`src/rtl/osc_settle_pkg.sv`:
```
package osc_settle_pkg;

   localparam int unsigned NUM_TAPS  = 4;
   localparam int unsigned TAP_SEL_W = $clog2(NUM_TAPS);
   localparam int unsigned CAUSE_W   = 3;

   localparam logic [CAUSE_W-1:0] CAUSE_POWERUP = 3'd0;

   typedef enum logic [1:0] {
      CLK_MAIN = 2'b00,
      CLK_PLL  = 2'b01,
      CLK_SUB  = 2'b10,
      CLK_OFF  = 2'b11
   } clk_mode_e;

   function automatic clk_mode_e decode_request(input logic want_main, input logic want_fast);
      if (!want_fast)
         return CLK_SUB;
      else if (want_main)
         return CLK_MAIN;
      else
         return CLK_PLL;
   endfunction

   // Leaving the PLL never waits: main stays powered while the PLL runs,
   // and the sub oscillator keeps running in every mode.
   function automatic logic needs_settle(input clk_mode_e src, input clk_mode_e dst);
      logic w;
      w = 1'b0;
      if (src != dst) begin
         case (src)
            CLK_PLL:  w = 1'b0;
            CLK_MAIN: w = 1'b1;
            CLK_SUB:  w = 1'b1;
            default:  w = 1'b1;
         endcase
      end
      return w;
   endfunction

endpackage

```
`src/rtl/osc_timebase.sv`:
```
module osc_timebase
   import osc_settle_pkg::*;
#(
   parameter int unsigned CNT_W = 18,
   parameter int unsigned TAP0  = 9,
   parameter int unsigned TAP1  = 13,
   parameter int unsigned TAP2  = 15,
   parameter int unsigned TAP3  = 17
) (
   input  logic                 clk,
   input  logic                 rst_n,
   input  logic                 clr,
   input  logic [TAP_SEL_W-1:0] tap_sel,
   output logic [CNT_W-1:0]     count,
   output logic                 carry
);

   function automatic int unsigned tap_at(input int unsigned idx);
      case (idx)
         0:       return TAP0;
         1:       return TAP1;
         2:       return TAP2;
         default: return TAP3;
      endcase
   endfunction

   logic [CNT_W-1:0]    cnt_q;
   logic                carry_q;
   logic [NUM_TAPS-1:0] tap_full;

   if (CNT_W < 2) begin : g_bad_width
      $error("osc_timebase: CNT_W must be at least 2");
   end

   for (genvar g = 0; g < NUM_TAPS; g++) begin : g_tap
      localparam int unsigned POS = tap_at(g);
      if (POS >= CNT_W) begin : g_bad_pos
         $error("osc_timebase: tap position beyond counter width");
      end else begin : g_ok
         assign tap_full[g] = &cnt_q[POS:0];
      end
      if (g > 0) begin : g_order
         localparam int unsigned PREV = tap_at(g - 1);
         if (POS <= PREV) begin : g_bad_order
            $error("osc_timebase: tap positions must rise with the select code");
         end
      end
   end

   always_ff @(posedge clk or negedge rst_n) begin
      if (!rst_n) begin
         cnt_q   <= '0;
         carry_q <= 1'b0;
      end else if (clr) begin
         cnt_q   <= '0;
         carry_q <= 1'b0;
      end else begin
         cnt_q   <= cnt_q + 1'b1;
         carry_q <= tap_full[tap_sel];
      end
   end

   assign count = cnt_q;
   assign carry = carry_q;

   assert_count_step_R2: assert property (@(posedge clk) disable iff (!rst_n)
      !clr |=> count == CNT_W'($past(count) + 1'b1));

   assert_count_clear_R3: assert property (@(posedge clk) disable iff (!rst_n)
      clr |=> count == '0);

   assert_carry_needs_fill_R4: assert property (@(posedge clk) disable iff (!rst_n)
      carry |-> !$past(clr));

endmodule

```
`src/rtl/osc_mode_plan.sv`:
```
module osc_mode_plan
   import osc_settle_pkg::*;
(
   input  clk_mode_e active,
   input  logic      req_main,
   input  logic      req_fast,
   output clk_mode_e target,
   output logic      differ,
   output logic      need_wait
);

   always_comb begin
      target    = decode_request(req_main, req_fast);
      differ    = (target != active);
      need_wait = needs_settle(active, target);
   end

endmodule

```
`src/rtl/osc_settle_ctl.sv`:
```
module osc_settle_ctl
   import osc_settle_pkg::*;
(
   input  logic      clk,
   input  logic      rst_n,
   input  logic      por_evt,
   input  logic      carry,
   input  clk_mode_e target,
   input  logic      differ,
   input  logic      need_wait,
   output clk_mode_e mode,
   output logic      busy,
   output logic      start
);

   clk_mode_e mode_q, mode_d;
   clk_mode_e pend_q, pend_d;
   logic      busy_q, busy_d;

   always_comb begin
      start  = 1'b0;
      mode_d = mode_q;
      pend_d = pend_q;
      busy_d = busy_q;
      if (por_evt) begin
         start  = 1'b1;
         mode_d = CLK_OFF;
         pend_d = CLK_MAIN;
         busy_d = 1'b1;
      end else if (busy_q) begin
         if (carry) begin
            mode_d = pend_q;
            busy_d = 1'b0;
         end
      end else if (differ) begin
         if (need_wait) begin
            start  = 1'b1;
            pend_d = target;
            busy_d = 1'b1;
         end else begin
            mode_d = target;
         end
      end
   end

   always_ff @(posedge clk or negedge rst_n) begin
      if (!rst_n) begin
         mode_q <= CLK_OFF;
         pend_q <= CLK_MAIN;
         busy_q <= 1'b1;
      end else begin
         mode_q <= mode_d;
         pend_q <= pend_d;
         busy_q <= busy_d;
      end
   end

   assign mode = mode_q;
   assign busy = busy_q;

   assert_off_means_busy_R1: assert property (@(posedge clk) disable iff (!rst_n)
      mode_q == CLK_OFF |-> busy_q);

   assert_hold_during_wait_R11: assert property (@(posedge clk) disable iff (!rst_n)
      (busy_q && !carry && !por_evt) |=> (busy_q && mode_q == $past(mode_q)));

   assert_wait_ends_on_carry_R4: assert property (@(posedge clk) disable iff (!rst_n)
      (busy_q && carry && !por_evt) |=> !busy_q);

   assert_powerup_enters_off_R5: assert property (@(posedge clk) disable iff (!rst_n)
      por_evt |=> (mode_q == CLK_OFF && busy_q));

   assert_pll_exit_direct_R10: assert property (@(posedge clk) disable iff (!rst_n)
      (!busy_q && !por_evt && mode_q == CLK_PLL && target != CLK_PLL)
      |=> (!busy_q && mode_q == $past(target)));

endmodule

```
`src/rtl/osc_settle_seq.sv`:
```
module osc_settle_seq
   import osc_settle_pkg::*;
#(
   parameter int unsigned CNT_W = 18,
   parameter int unsigned TAP0  = 9,
   parameter int unsigned TAP1  = 13,
   parameter int unsigned TAP2  = 15,
   parameter int unsigned TAP3  = 17
) (
   input  logic                 clk,
   input  logic                 rst_n,
   input  logic                 rst_cause_vld,
   input  logic [CAUSE_W-1:0]   rst_cause,
   input  logic                 req_main,
   input  logic                 req_fast,
   input  logic                 tb_clr,
   input  logic [TAP_SEL_W-1:0] tap_sel,
   output logic [1:0]           clk_mode,
   output logic                 settling,
   output logic [CNT_W-1:0]     tb_count
);

   clk_mode_e mode_w;
   clk_mode_e target_w;
   logic      differ_w;
   logic      need_wait_w;
   logic      start_w;
   logic      carry_w;
   logic      por_evt;
   logic      busy_w;

   assign por_evt = rst_cause_vld && (rst_cause == CAUSE_POWERUP);

   osc_timebase #(
      .CNT_W (CNT_W),
      .TAP0  (TAP0),
      .TAP1  (TAP1),
      .TAP2  (TAP2),
      .TAP3  (TAP3)
   ) u_timebase (
      .clk     (clk),
      .rst_n   (rst_n),
      .clr     (tb_clr || start_w),
      .tap_sel (tap_sel),
      .count   (tb_count),
      .carry   (carry_w)
   );

   osc_mode_plan u_plan (
      .active    (mode_w),
      .req_main  (req_main),
      .req_fast  (req_fast),
      .target    (target_w),
      .differ    (differ_w),
      .need_wait (need_wait_w)
   );

   osc_settle_ctl u_ctl (
      .clk       (clk),
      .rst_n     (rst_n),
      .por_evt   (por_evt),
      .carry     (carry_w),
      .target    (target_w),
      .differ    (differ_w),
      .need_wait (need_wait_w),
      .mode      (mode_w),
      .busy      (busy_w),
      .start     (start_w)
   );

   assign clk_mode = mode_w;
   assign settling = busy_w;

   assert_start_zeroes_count_R13: assert property (@(posedge clk) disable iff (!rst_n)
      start_w |=> (tb_count == '0 && settling));

   assert_other_causes_quiet_R6: assert property (@(posedge clk) disable iff (!rst_n)
      (rst_cause_vld && rst_cause != CAUSE_POWERUP && settling && !carry_w)
      |=> settling);

   assert_settle_on_leave_R8: assert property (@(posedge clk) disable iff (!rst_n)
      (!settling && !por_evt && (clk_mode == CLK_MAIN || clk_mode == CLK_SUB) && differ_w)
      |=> (settling && $stable(clk_mode)));

endmodule

```
`config.mk`:
```
export PLATFORM = sky130hd
export DESIGN_NAME = osc_settle_seq
export DESIGN_NICKNAME = d
export VERILOG_FILES = /design/src/rtl/osc_settle_pkg.sv /design/src/rtl/osc_timebase.sv /design/src/rtl/osc_mode_plan.sv /design/src/rtl/osc_settle_ctl.sv /design/src/rtl/osc_settle_seq.sv
export SDC_FILE = /design/constraint.sdc
export NUM_CORES = 1
export LEC_CHECK = 0
export BUFFER_PORTS_ARGS = -buffer_cell sky130_fd_sc_hd__buf_2
export CAP_MARGIN = 40
export CORE_MARGIN = 2
export CORE_UTILIZATION = 47
export DETAILED_ROUTE_END_ITERATION = 10
export PLACE_DENSITY_LB_ADDON = 0.15
export REMOVE_ABC_BUFFERS = 1
export SYNTH_ARGS = -nofsm -noshare
export SYNTH_HDL_FRONTEND = slang
export SYNTH_SLANG_ARGS = --single-unit
```
`constraint.sdc`:
```
create_clock -name clk -period 1.52 [get_ports clk]
set_input_delay 0 -clock clk [delete_from_list [all_inputs] [get_ports clk]]
set_output_delay 0 -clock clk [all_outputs]
set_load 0.03 [all_outputs]
```
# Word level (Yosys, flattened, before mapping)
# Cells that the tools add are included.
dict set report totals {
  regBits 24
  in_bits 11
  out_inout_bits 21
  elab_cells 49
}
dict set report classes {
  n_addsub 1
  magnitude_cmp 1
  n_eq_ne 6
  n_mux 24
  n_reduce_logical 12
}
# operator count
set ops {}
lappend ops {{two-way mux 2 bit} 10}
lappend ops {{adder 18 x 1 -> 18 bit (second input constant)} 1}
lappend ops {{two-way mux 18 bit} 1}
lappend ops {{AND reduction 18 bit} 1}
lappend ops {{AND reduction 16 bit} 1}
lappend ops {{AND reduction 14 bit} 1}
lappend ops {{two-way mux 1 bit} 12}
lappend ops {{AND reduction 10 bit} 1}
lappend ops {{AND reduction 3 bit} 2}
lappend ops {{inequality test 2 bit} 2}
lappend ops {{nonzero test 2 bit} 2}
lappend ops {{logical NOT 3 bit} 1}
lappend ops {{less-than comparator 2 x 3 -> 1 bit (second input constant)} 1}
lappend ops {{inequality test 3 x 1 -> 1 bit (second input constant)} 1}
lappend ops {{inequality test 3 bit (second input constant)} 1}
lappend ops {{nonzero test 3 bit} 1}
lappend ops {{binary-select mux 1 bit (select 2 bit)} 1}
lappend ops {{== test 2 x 1 -> 1 bit (second input constant)} 1}
lappend ops {{inequality test 2 bit (second input constant)} 1}
lappend ops {{logical AND 1 bit} 1}
lappend ops {{logical OR 1 bit} 1}

# Depth between registers and ports, before layout
# Gate-level depths: netlist (run 1).
dict set report logic_depth {
  ltp_word 10
  ltp_mapped 5
  depth_no_buf 5
}

# Modules after synthesis
# From an unflattened synthesis (run 1), not the netlist that was laid out.
dict set report hier_totals {
  cells_unflattened 122
  hier_area_um2 1261.2
}
# module n_inst cells_per_inst area_each_um2
set by_module_without_submodules {}
lappend by_module_without_submodules {osc_timebase 1 90 928.4}
lappend by_module_without_submodules {osc_settle_ctl 1 22 265.3}
lappend by_module_without_submodules {osc_mode_plan 1 8 46.3}
lappend by_module_without_submodules {osc_settle_seq 1 2 21.3}

# Least setup slack after synthesis (run 1)
# No wires, ideal clock.
dict set report synth_path {
  kind {register to register}
  start {register u_timebase.cnt_q[0] (netlist: u_timebase.count[0])}
  end {register u_timebase.cnt_q[16] (netlist: u_timebase.count[16])}
  arrival_time_ns 1.541
  required_time_ns 1.401
  slack_ns -0.140
  path_stages_with_launch 6
  path_cell_list {dfrtp_1 > ha_1 > nand4_1 > nor4_1 > xnor2_1 > nor2_2}
}
dict set report synth_between {
  elab_chain_cells 2
}
# element line
set synth_rtl {}
lappend synth_rtl {{from (decl)} osc_timebase.sv:27} ;# logic [CNT_W-1:0] cnt_q;
lappend synth_rtl {{from (signal assigned)} osc_timebase.sv:58} ;# cnt_q <= cnt_q + 1'b1;
lappend synth_rtl {{adder 18 x 1 -> 18 bit} osc_timebase.sv:58}
lappend synth_rtl {{two-way mux 18 bit} osc_timebase.sv:54} ;# end else if (clr) begin
# Every way passes these cells.
# A chain may end at the register's enable or synchronous reset.

# Final worst setup path (run 1)
dict set report layout_path {
  start {register u_timebase.cnt_q[11] (netlist: u_timebase.count[11])}
  end {register u_timebase.carry_q (netlist: u_timebase.carry)}
}
dict set report layout_between {
  elab_chain_cells 4
  word_cells_on_any_way 6
  cone_classes {mux: 3; reduce/logical: 3}
}
# element line
set layout_rtl {}
lappend layout_rtl {{AND reduction 18 bit (tied with other cells)} osc_timebase.sv:40} ;# assign tap_full[g] = &cnt_q[POS:0];
lappend layout_rtl {{binary-select mux 1 bit (select 2 bit) *} osc_timebase.sv:59} ;# carry_q <= tap_full[tap_sel];
lappend layout_rtl {{two-way mux 1 bit (implied by the code) *} osc_timebase.sv:59}
lappend layout_rtl {{two-way mux 1 bit *} osc_timebase.sv:54}
lappend layout_rtl {{to (signal assigned)} osc_timebase.sv:59}
lappend layout_rtl {{to (decl)} osc_timebase.sv:28} ;# logic carry_q;
# Every way passes the cells marked *; elsewhere a longest branch is shown, timed or not. The select of a mux whose other input is x is not followed.

==> results of run 1 <==
==> flip-flops by register name, summed over array words and instances (netlist names) <==
signal	flops
u_timebase.carry	1
u_ctl.busy	1
u_ctl.pend_q	2
u_timebase.count	18
u_ctl.mode	2
==> layout make-up <==
type	instances	area (µm²)	area share, %
clock buffer	4	26.3	1.59
inverter	6	22.5	1.37
multi-input combinational	91	647	39.2
sequential	24	606	36.7
tap	30	37.5	2.28
timing repair buffer	49	310	18.8
==> layout by cell type, fill, tap and decap left out, types with 3 or more instances in the layout <==
| cell | count |
|---|---|
| a21oi_1 | 3 |
| buf_2 | 31 |
| buf_4 | 10 |
| clkbuf_4 | 3 |
| dfrtp_1 | 20 |
| dfstp_2 | 3 |
| dlygate4sd3_1 | 8 |
| inv_1 | 6 |
| nand2_1 | 12 |
| nand3_1 | 6 |
| nand4_1 | 4 |
| nor2_1 | 17 |
| nor2_2 | 4 |
| nor3_1 | 3 |
| nor4_2 | 3 |
| xnor2_1 | 11 |
| xor2_1 | 4 |
==> per-layer routing <==
layer	GRT usage, %	part of all wire (%)
met4	7.14	1.5
met1	26.5	48
met3	2.33	4.0
met5	0	0
met2	31.8	46
==> worst min-delay path, stage by stage <==
cell     delay [ps]
buf_2            90
nor2b_1          60
mux2i_1         130
nor2_1           50
==> cell families (layout without fill, tap and decap cells) <==
family,Yosys count,after routing
simple gates,62,62
flops,24,24
buf+inv,8,59
compound gates,11,11
xor+xnor,15,15
fa+ha+maj,1,1
mux,2,2
==> power by group through the flow <==
stage          combinational, mW  sequential, mW  clock (mW)
2_1_floorplan             0.0554           0.734           0
6_report                   0.193           0.688       0.285
4_1_cts                    0.185           0.691       0.297
3_3_place_gp               0.166           0.702           0
5_1_grt                    0.214           0.694       0.321
3_5_place_dp               0.170           0.703           0
==> worst paths after layout <==
check | startpoint | endpoint | slack [ps] | cells after the start
setup reg to reg | u_timebase.count[11] | u_timebase.carry | 30 | 4
setup / recovery | u_timebase.count[11] | u_timebase.carry | 30 | 4
hold reg to reg | u_timebase.carry | u_ctl.busy | 500 | 1
hold / removal | req_main | u_ctl.pend_q[0] | 60 | 4
min in group asynchronous | rst_n | u_timebase.count[13] | 180 | 2
max in group asynchronous | rst_n | u_ctl.busy | 960 | 2
==> stage by stage <==
stage	std cells	setup TNS (ps)	hold slack (ps)	worst slack, ps
detailed placement	191	0	10.9	67.3
global route	204	-162	68.9	-62.3
floorplan	121	-408	-296	-144
global placement	191	0	10.1	127
finish	204	0	64.1	33.6
CTS	203	0	1.03	44.2
==> repair_timing <==
item	in CTS	in global routing
hold endpoints to repair	28	0
setup buffers	0	1
resized for setup	0	4
setup endpoints to repair	0	16
hold buffers	8	0
==> summary.md, run 1 <==
| Metric | Value |
|---|---|
| Sw Share | 27.0% |
| Crit path launch type | flip-flop |
| Leakage | 0.758 nW |
| Top_reg_cell synth | dfrtp_1 |
| Pwr Total | 1.17 mW |
| Crit Path Class | flip-flop to flip-flop |
| Finished Core Util | 65.4% |
| Post-Synth XOR/XNOR Area | 10.4% |
| # clock sinks | 24 |
| Fin. Hold Viols | 0 |
| H-tree depth | 1 |
| WP data required | 1720 ps |
| Initial core utilization | 50.1% |
| Post-synthesis compound-gate area fraction | 7.62% |
| Die Y | 55.9 µm |
| Mapped Area | 1260 µm² |
| Synth unique cells | 35 |
| CORE AREA | 2520 µm² |
| First-pass GRT wire length | 4910 µm |
| Worst Skew | 16.4 ps |
| Share of async-settable or async-resettable flops after synthesis | 100% |
| Gate power share | 16.5% |
| GRT Residual Overflow | 0 |
| Syn Inst Count | 123 |
| Worst vdd ir | 0.562 mV |
| Synth top area share | 41.5% |
| Final setup fails | 0 |
| ANT nets after route | 0 |
| Clock Path Buffers | 2 |
| Synth top cells by count | dfrtp_1, nor2_1, nand2_1 |
| Final antenna diode count | 0 |
| Vias in the first global route | 1,133 |
| Reg power frac | 59.0% |
| Arr. time, crit path | 1690 ps |
| Clock network power share | 24.5% |
| Die ar. | 3120 µm² |
| Unrepaired setup endpoints after global routing | yes |
| Share of cells above drive strength 1 | 36.2% |
| Top-count cell post-synth | dfrtp_1 |
| Cell row count | 18 |
| Hold Path Class | input port to flip-flop |
| EDFF count, synth | 0 |
| Max Transition Viols Final | 0 |
| Synth-to-layout area growth | 30.4% |
| Largest family of logic cells by synthesized area | simple AND/OR/NAND/NOR gates |
| Worst Path Buf+Inv | 0 |
| Design Area, Final | 1650 µm² |
| Crit Path Max Fanout | 6 |
| Simple-gate portion of the synthesized area | 28.6% |
| CP delay by family, top | simple AND/OR/NAND/NOR gates |
| CP max-delay cell | dfrtp_1 |
| Slew HR | 64.7% |
| GP Congestion | 0.760 |
| Initial antenna violation count | 0 |
| Tcrit/Tclk final | 97.8% |
| Fin nets | 187 |
| CTS Buf Count | 3 |
| Mux share of post-synthesis cell area | 1.58% |
| Total GRT Usage | 19.4% |
| Die W | 55.9 µm |
| Total Wirelength | 2740 µm |
| Final-layout fill cell count | 224 |
| #FFs+latches synth | 24 |
| Psw | 0.314 mW |
| Vias | 1,068 |
| I/O Buffers | 31 |
| DR WL/cell | 13.4 µm |
| Crit end category | flip-flop |
| Worst path cell trace | nand4_2 > nor2_2 > nand2_1 > a2111oi_4 |
| CTS root buffer | clkbuf_4 |
| Detailed router's first-iteration violation count | 24 |
| CP peak stage delay | 440 ps |
| Reg clk slew, reported paths | 130 ps |
| Hpwl dp | 2050 µm |
| Fraction of the yosys area taken by sequential cells | 47.8% |
| Final min period | 1490 ps |
| TritonRoute pass-1 iters | 4 |
| Max-cap viol count | 0 |
| Largest net degree at the start of global routing | 25 |
| Remaining DRCs | 0 |
| Internal | 0.852 mW |
| Worst-skew pair later-pin latency | 310 ps |
| Syn Area/Cell | 10.3 µm² |
| I/O pin cnt | 32 |
| Cell taking the most area after synthesis | dfrtp_1 |
| Ranking of synthesized cells by area | dfrtp_1, xnor2_1, dfstp_2, nor2_1, nand2_1 |
| Warnings, synthesis | 0 |
| Placed Area | 1510 µm² |
| Via density per instance | 5.24 |
| Status | completed |
| Pwr/cell area | 707 nW/µm² |
| Tightest Pin Transition | 530 ps |
| TritonCTS clock tree | yes |
| FMAX | 0.673 GHz |
| Post-Synth Adder-Cell Area | 0.989% |
No activity file was read; power rests on OpenSTA's default activity.
==> run 2: changes to the inputs <==
CAP_MARGIN = unset   (was 40)
CORE_MARGIN = unset   (was 2)
==> summary.md, run 2 (same netlist as run 1, synthesis figures left out) <==
| Metric | Value |
|---|---|
| Worst Path Buf+Inv | 0 |
| Unrepaired setup endpoints after global routing | yes |
| Post-route non-filler standard cell count | 203 |
| Worst slack, placed | 62.4 ps |
| Highest-count cells in the layout ignoring fill and taps | buf_2, dfrtp_1, nor2_1 |
| Reg clk slew, reported paths | 130 ps |
| Max Transition Viols Final | 0 |
| Die ar. | 2900 µm² |
| Worst Skew | 4.92 ps |
| Register-to-Register Path Depth | 5 |
| WP data required | 1730 ps |
| Status | completed |
| H-tree depth | 1 |
| ANT nets after route | 0 |
| Pwr Total | 1.21 mW |
| Crit Path Max Fanout | 5 |
| GP Congestion | 0.849 |
| I/O pin cnt | 32 |
| Tcrit/Tclk final | 95.6% |
| Cell row count | 18 |
| Placed Area | 1510 µm² |
| Clock Path Buffers | 2 |
| Via density per instance | 5.21 |
| Slew HR | 66.1% |
| Hpwl dp | 1970 µm |
| Placed insts | 191 |
| Die Y | 53.9 µm |
| Initial core utilization | 50.6% |
| Final min period | 1450 ps |
| Worst path cell trace | ha_1 > nand4_1 > nor4_1 > xnor2_1 > nor2_2 |
| Crit end category | flip-flop |
| Synth-to-layout area growth | 29.6% |
| Detailed router's first-iteration violation count | 13 |
| WP depth | 5 |
| PnR worst setup slack | 66.7 ps |
| Fin nets | 186 |
| CP max-delay cell | nor4_1 |
| DR WL/cell | 13.0 µm |
| Final antenna diode count | 0 |
| Vias in the first global route | 973 |
| Worst vdd ir | 0.503 mV |
| Crit Path Class | flip-flop to flip-flop |
| CORE AREA | 2500 µm² |
| GRT Residual Overflow | 0 |
| CTS root buffer | clkbuf_4 |
| Initial antenna violation count | 0 |
| CP peak stage delay | 390 ps |
| Total GRT Usage | 20.9% |
| Total Wirelength | 2640 µm |
| Remaining DRCs | 0 |
| CTS Buf Count | 3 |
| Final setup fails | 0 |
| Worst-skew pair later-pin latency | 300 ps |
| TritonRoute pass-1 iters | 4 |
| Crit path launch type | flip-flop |
| Largest net degree at the start of global routing | 25 |
| Tightest Pin Transition | 508 ps |
| Hold Path Class | input port to flip-flop |
| Pwr/cell area | 736 nW/µm² |
| Leakage | 0.760 nW |
| Final-layout fill cell count | 216 |
| FMAX | 0.688 GHz |
| Share of cells above drive strength 1 | 36.4% |
| Vias | 1,057 |
| Die W | 53.9 µm |
| Max reg flops | 18 |
| TritonCTS clock tree | yes |
| Hold Crit Depth | 3 |
| # clock sinks | 24 |
| First-pass GRT wire length | 4400 µm |
| Design Area, Final | 1640 µm² |
| FF+latch area | 604 µm² |
| Arr. time, crit path | 1670 ps |
| Max-cap viol count | 0 |
| Setup TNS | 0 ps |
| CP delay by family, top | simple AND/OR/NAND/NOR gates |
| Fin. Hold Viols | 0 |
| I/O Buffers | 31 |
| Multi-input logic area | 641 µm² |
| Commonest non-fill, non-tap cell in the layout | buf_2 |
## run 2: path summary, 6_finish.rpt
| check | startpoint | slack (ps) | to |
|---|---|---|---|
| min | req_fast | 10 | u_ctl.pend_q[1] |
| min reg2reg | u_timebase.carry | 510 | u_ctl.busy |
| max | u_timebase.count[0] | 70 | u_timebase.count[16] |
| min in group asynchronous | rst_n | 180 | u_timebase.carry |
| max reg2reg | u_timebase.count[0] | 70 | u_timebase.count[16] |
| max in group asynchronous | rst_n | 980 | u_ctl.mode[1] |
## run 2: stage by stage
stage          hold WS, ps  util (%)
3_5_place_dp          11.9      60.4
2_1_floorplan         -296         -
3_3_place_gp          7.85      60.4
5_1_grt               24.4      65.6
4_1_cts               2.82      64.2
6_report              14.7      65.6
## run 2: per-layer routing
layer | global-route usage, % | vias to the layer above | share of wire, %
met2 | 34.6 | 25 | 48
li1 | - | 528 | -
met3 | 2.82 | 2 | 4.6
met5 | 0 | - | 0
met4 | 5.26 | 0 | 0.49
met1 | 28.5 | 502 | 47
## run 2: final cells by class
type	instances	area share, %
Multi-Input combinational cell	91	39.1
Sequential cell	24	36.9
Tap cell	30	2.29
Timing Repair Buffer	48	18.2
Inverter	6	1.37
Clock buffer	4	2.21
## run 2: what timing repair did
action                                  in CTS  in global routing
hold buffers                                 6                  0
endpoints found under the setup margin       0                  6
setup buffers                                0                  2
gates resized for setup                      0                  2
endpoints found under the hold margin       26                  0
## run 2: worst min-delay path, delay by kind of cell
| family | cells | cell delay [ps] |
|---|---|---|
| buffers and inverters | 1 | 110 |
| and+or+nand+nor | 1 | 110 |
| AOI/OAI and AO/OA | 1 | 60 |
## run 2: power breakdown
part	switching, mW	internal, mW	total (mW)
Combinational	0.113	0.0804	0.193
Clock	0.181	0.146	0.327
Sequential	0.0177	0.669	0.687
Total	0.311	0.895	1.21
==> run 3: changes to the inputs <==
ABC_AREA = 1   (was unset)
==> summary.md, run 3 <==
| Metric | Value |
|---|---|
| Worst slack, placed | 22.7 ps |
| GP Congestion | 0.860 |
| Clock Path Buffers | 2 |
| TritonRoute pass-1 iters | 4 |
| Post-CTS Setup Inserts | 0 |
| I/O Buffers | 31 |
| Total GRT Usage | 19.5% |
| DR WL/cell | 11.0 µm |
| EDFF count, synth | 0 |
| Fin nets | 233 |
| Vias | 1,238 |
| I/O pin cnt | 32 |
| Hold WS | 7.88 ps |
| CTS root buffer | clkbuf_4 |
| Slew HR | 65.1% |
| Reg clk slew, reported paths | 130 ps |
| Worst-skew pair later-pin latency | 320 ps |
| Tightest Pin Transition | 523 ps |
| CP peak stage delay | 580 ps |
| Worst Skew | 12.7 ps |
| Top-count cell post-synth | nand2_1 |
| Detailed router's first-iteration violation count | 31 |
| CP max-delay cell | dfstp_2 |
| Total Wirelength | 2770 µm |
| WP data required | 1780 ps |
| TritonCTS clock tree | yes |
| Leakage | 0.783 nW |
| Share of async-settable or async-resettable flops after synthesis | 100% |
| Pwr/cell area | 1050 nW/µm² |
| Hold Path Class | input port to flip-flop |
| Via density per instance | 4.93 |
| #FFs+latches synth | 24 |
| Worst path cell trace | nor2_1 > nor2_2 > nand3_2 > a21oi_4 > buf_4 > nand3_1 > nor2_1 |
| ANT nets after route | 0 |
| Top_reg_cell synth | dfrtp_1 |
| PnR worst setup slack | 97.4 ps |
| Die Y | 55.7 µm |
| Die W | 55.7 µm |
| Remaining DRCs | 0 |
| Warnings, synthesis | 0 |
| Mapped Area | 1350 µm² |
| Cell row count | 19 |
| Share of cells above drive strength 1 | 27.3% |
| Highest-count cells in the layout ignoring fill and taps | nand2_1, nor2_1, buf_2 |
| CTS Buf Count | 3 |
| Pwr Total | 1.74 mW |
| Crit Path Max Fanout | 5 |
| Tcrit/Tclk final | 93.6% |
| Setup TNS | 0 ps |
| Worst vdd ir | 0.814 mV |
| Initial antenna violation count | 0 |
| Status | completed |
| Ranking of synthesized cells by area | dfrtp_1, nand2_1, nor2_1, nor2_2, dfstp_2 |
| Cell taking the most area after synthesis | dfrtp_1 |
| Synth unique cells | 21 |
| Fraction of the yosys area taken by sequential cells | 44.6% |
| Largest net degree at the start of global routing | 25 |
| First-pass GRT wire length | 4840 µm |
| Max Transition Viols Final | 0 |
| Initial core utilization | 49.5% |
| Max reg flops | 18 |
| Unrepaired setup endpoints after global routing | yes |
| Crit path launch type | flip-flop |
| # clock sinks | 24 |
| Synth-to-layout area growth | 22.6% |
| Final antenna diode count | 0 |
| Crit end category | flip-flop |
| Cell repeated most along the worst path | nor2_1 |
| GRT Residual Overflow | 0 |
| Synth top cells by count | nand2_1, nor2_1, dfrtp_1, inv_1, nor2_2 |
| Hpwl dp | 2160 µm |
| Crit Path Class | flip-flop to flip-flop |
| Commonest non-fill, non-tap cell in the layout | nand2_1 |
| FMAX | 0.703 GHz |
| Syn Inst Count | 177 |
| Fin. Hold Viols | 0 |
| CORE AREA | 2730 µm² |
| Final min period | 1420 ps |
| Synth top area share | 38.8% |
| Arr. time, crit path | 1690 ps |
| Final setup fails | 0 |
| Syn Area/Cell | 7.65 µm² |
| Die ar. | 3100 µm² |
| Max-cap viol count | 0 |
| H-tree depth | 1 |
| Vias in the first global route | 1,184 |
-- run 3: per-layer routing --
layer	track usage (%)	up-vias	share of wire [%]
li1	-	637	-
met1	23.7	567	45
met2	34.3	27	49
met3	2.56	7	3.4
met4	8.93	0	2.3
met5	0	-	0
-- run 3: through the flow --
step           std cells  instance area (µm²)  util [%]
4_1_cts              251                 1640      60.0
5_1_grt              251                 1660      60.7
3_3_place_gp         243                 1570      57.6
2_1_floorplan        176                 1340         -
6_report             251                 1660      60.7
3_5_place_dp         243                 1570      57.6
-- run 3: final timing paths --
path / from / endpoint / depth (start not counted) / slack (ps)
worst min register to register: u_timebase.carry / u_ctl.busy / 1 / 430
min in group asynchronous: rst_n / u_ctl.pend_q[0] / 2 / 170
worst min-delay path: req_fast / u_ctl.pend_q[0] / 3 / 8
worst max-delay path: u_ctl.mode[1] / u_timebase.carry / 7 / 100
worst max register to register: u_ctl.mode[1] / u_timebase.carry / 7 / 100
max in group asynchronous: rst_n / u_ctl.mode[0] / 2 / 970
-- run 3: layout make-up --
| cell class | instances | area [µm²] |
|---|---|---|
| clock buffers | 4 | 26.3 |
| fillers | 254 | 1070 |
| inverters | 21 | 78.8 |
| multi-input cells | 131 | 679 |
| flip-flops and latches | 24 | 604 |
| well taps | 31 | 38.8 |
| repair buffers | 40 | 233 |
-- run 3: repair_timing --
| action | CTS | global route |
|---|---|---|
| hold buffers | 4 | 0 |
| endpoints found under the hold margin | 24 | 0 |
| endpoints found under the setup margin | 0 | 22 |
| resized for setup | 0 | 4 |
-- run 3: kinds of logic after synthesis --
kind of cell,Yosys count,share of synthesized area (%)
simple gates,107,34.9
flops,24,44.6
buf+inv,22,6.65
compound gates,12,5.73
xor+xnor,11,7.12
fa+ha+maj,1,0.924
-- run 3: where the power goes --
part	internal [mW]	leakage, nW	switching, mW
logic	0.211	0.448	0.407
registers	0.751	0.320	0.0802
clock network	0.103	0.0150	0.185
total	1.06	0.783	0.672
-- run 3: critical path: cells and delay by family (launching register included) --
kind | cells | cell delay (ps)
DFF | 1 | 580
and+or+nand+nor | 5 | 410
AOI/OAI and AO/OA | 1 | 210
buffers and inverters | 1 | 170
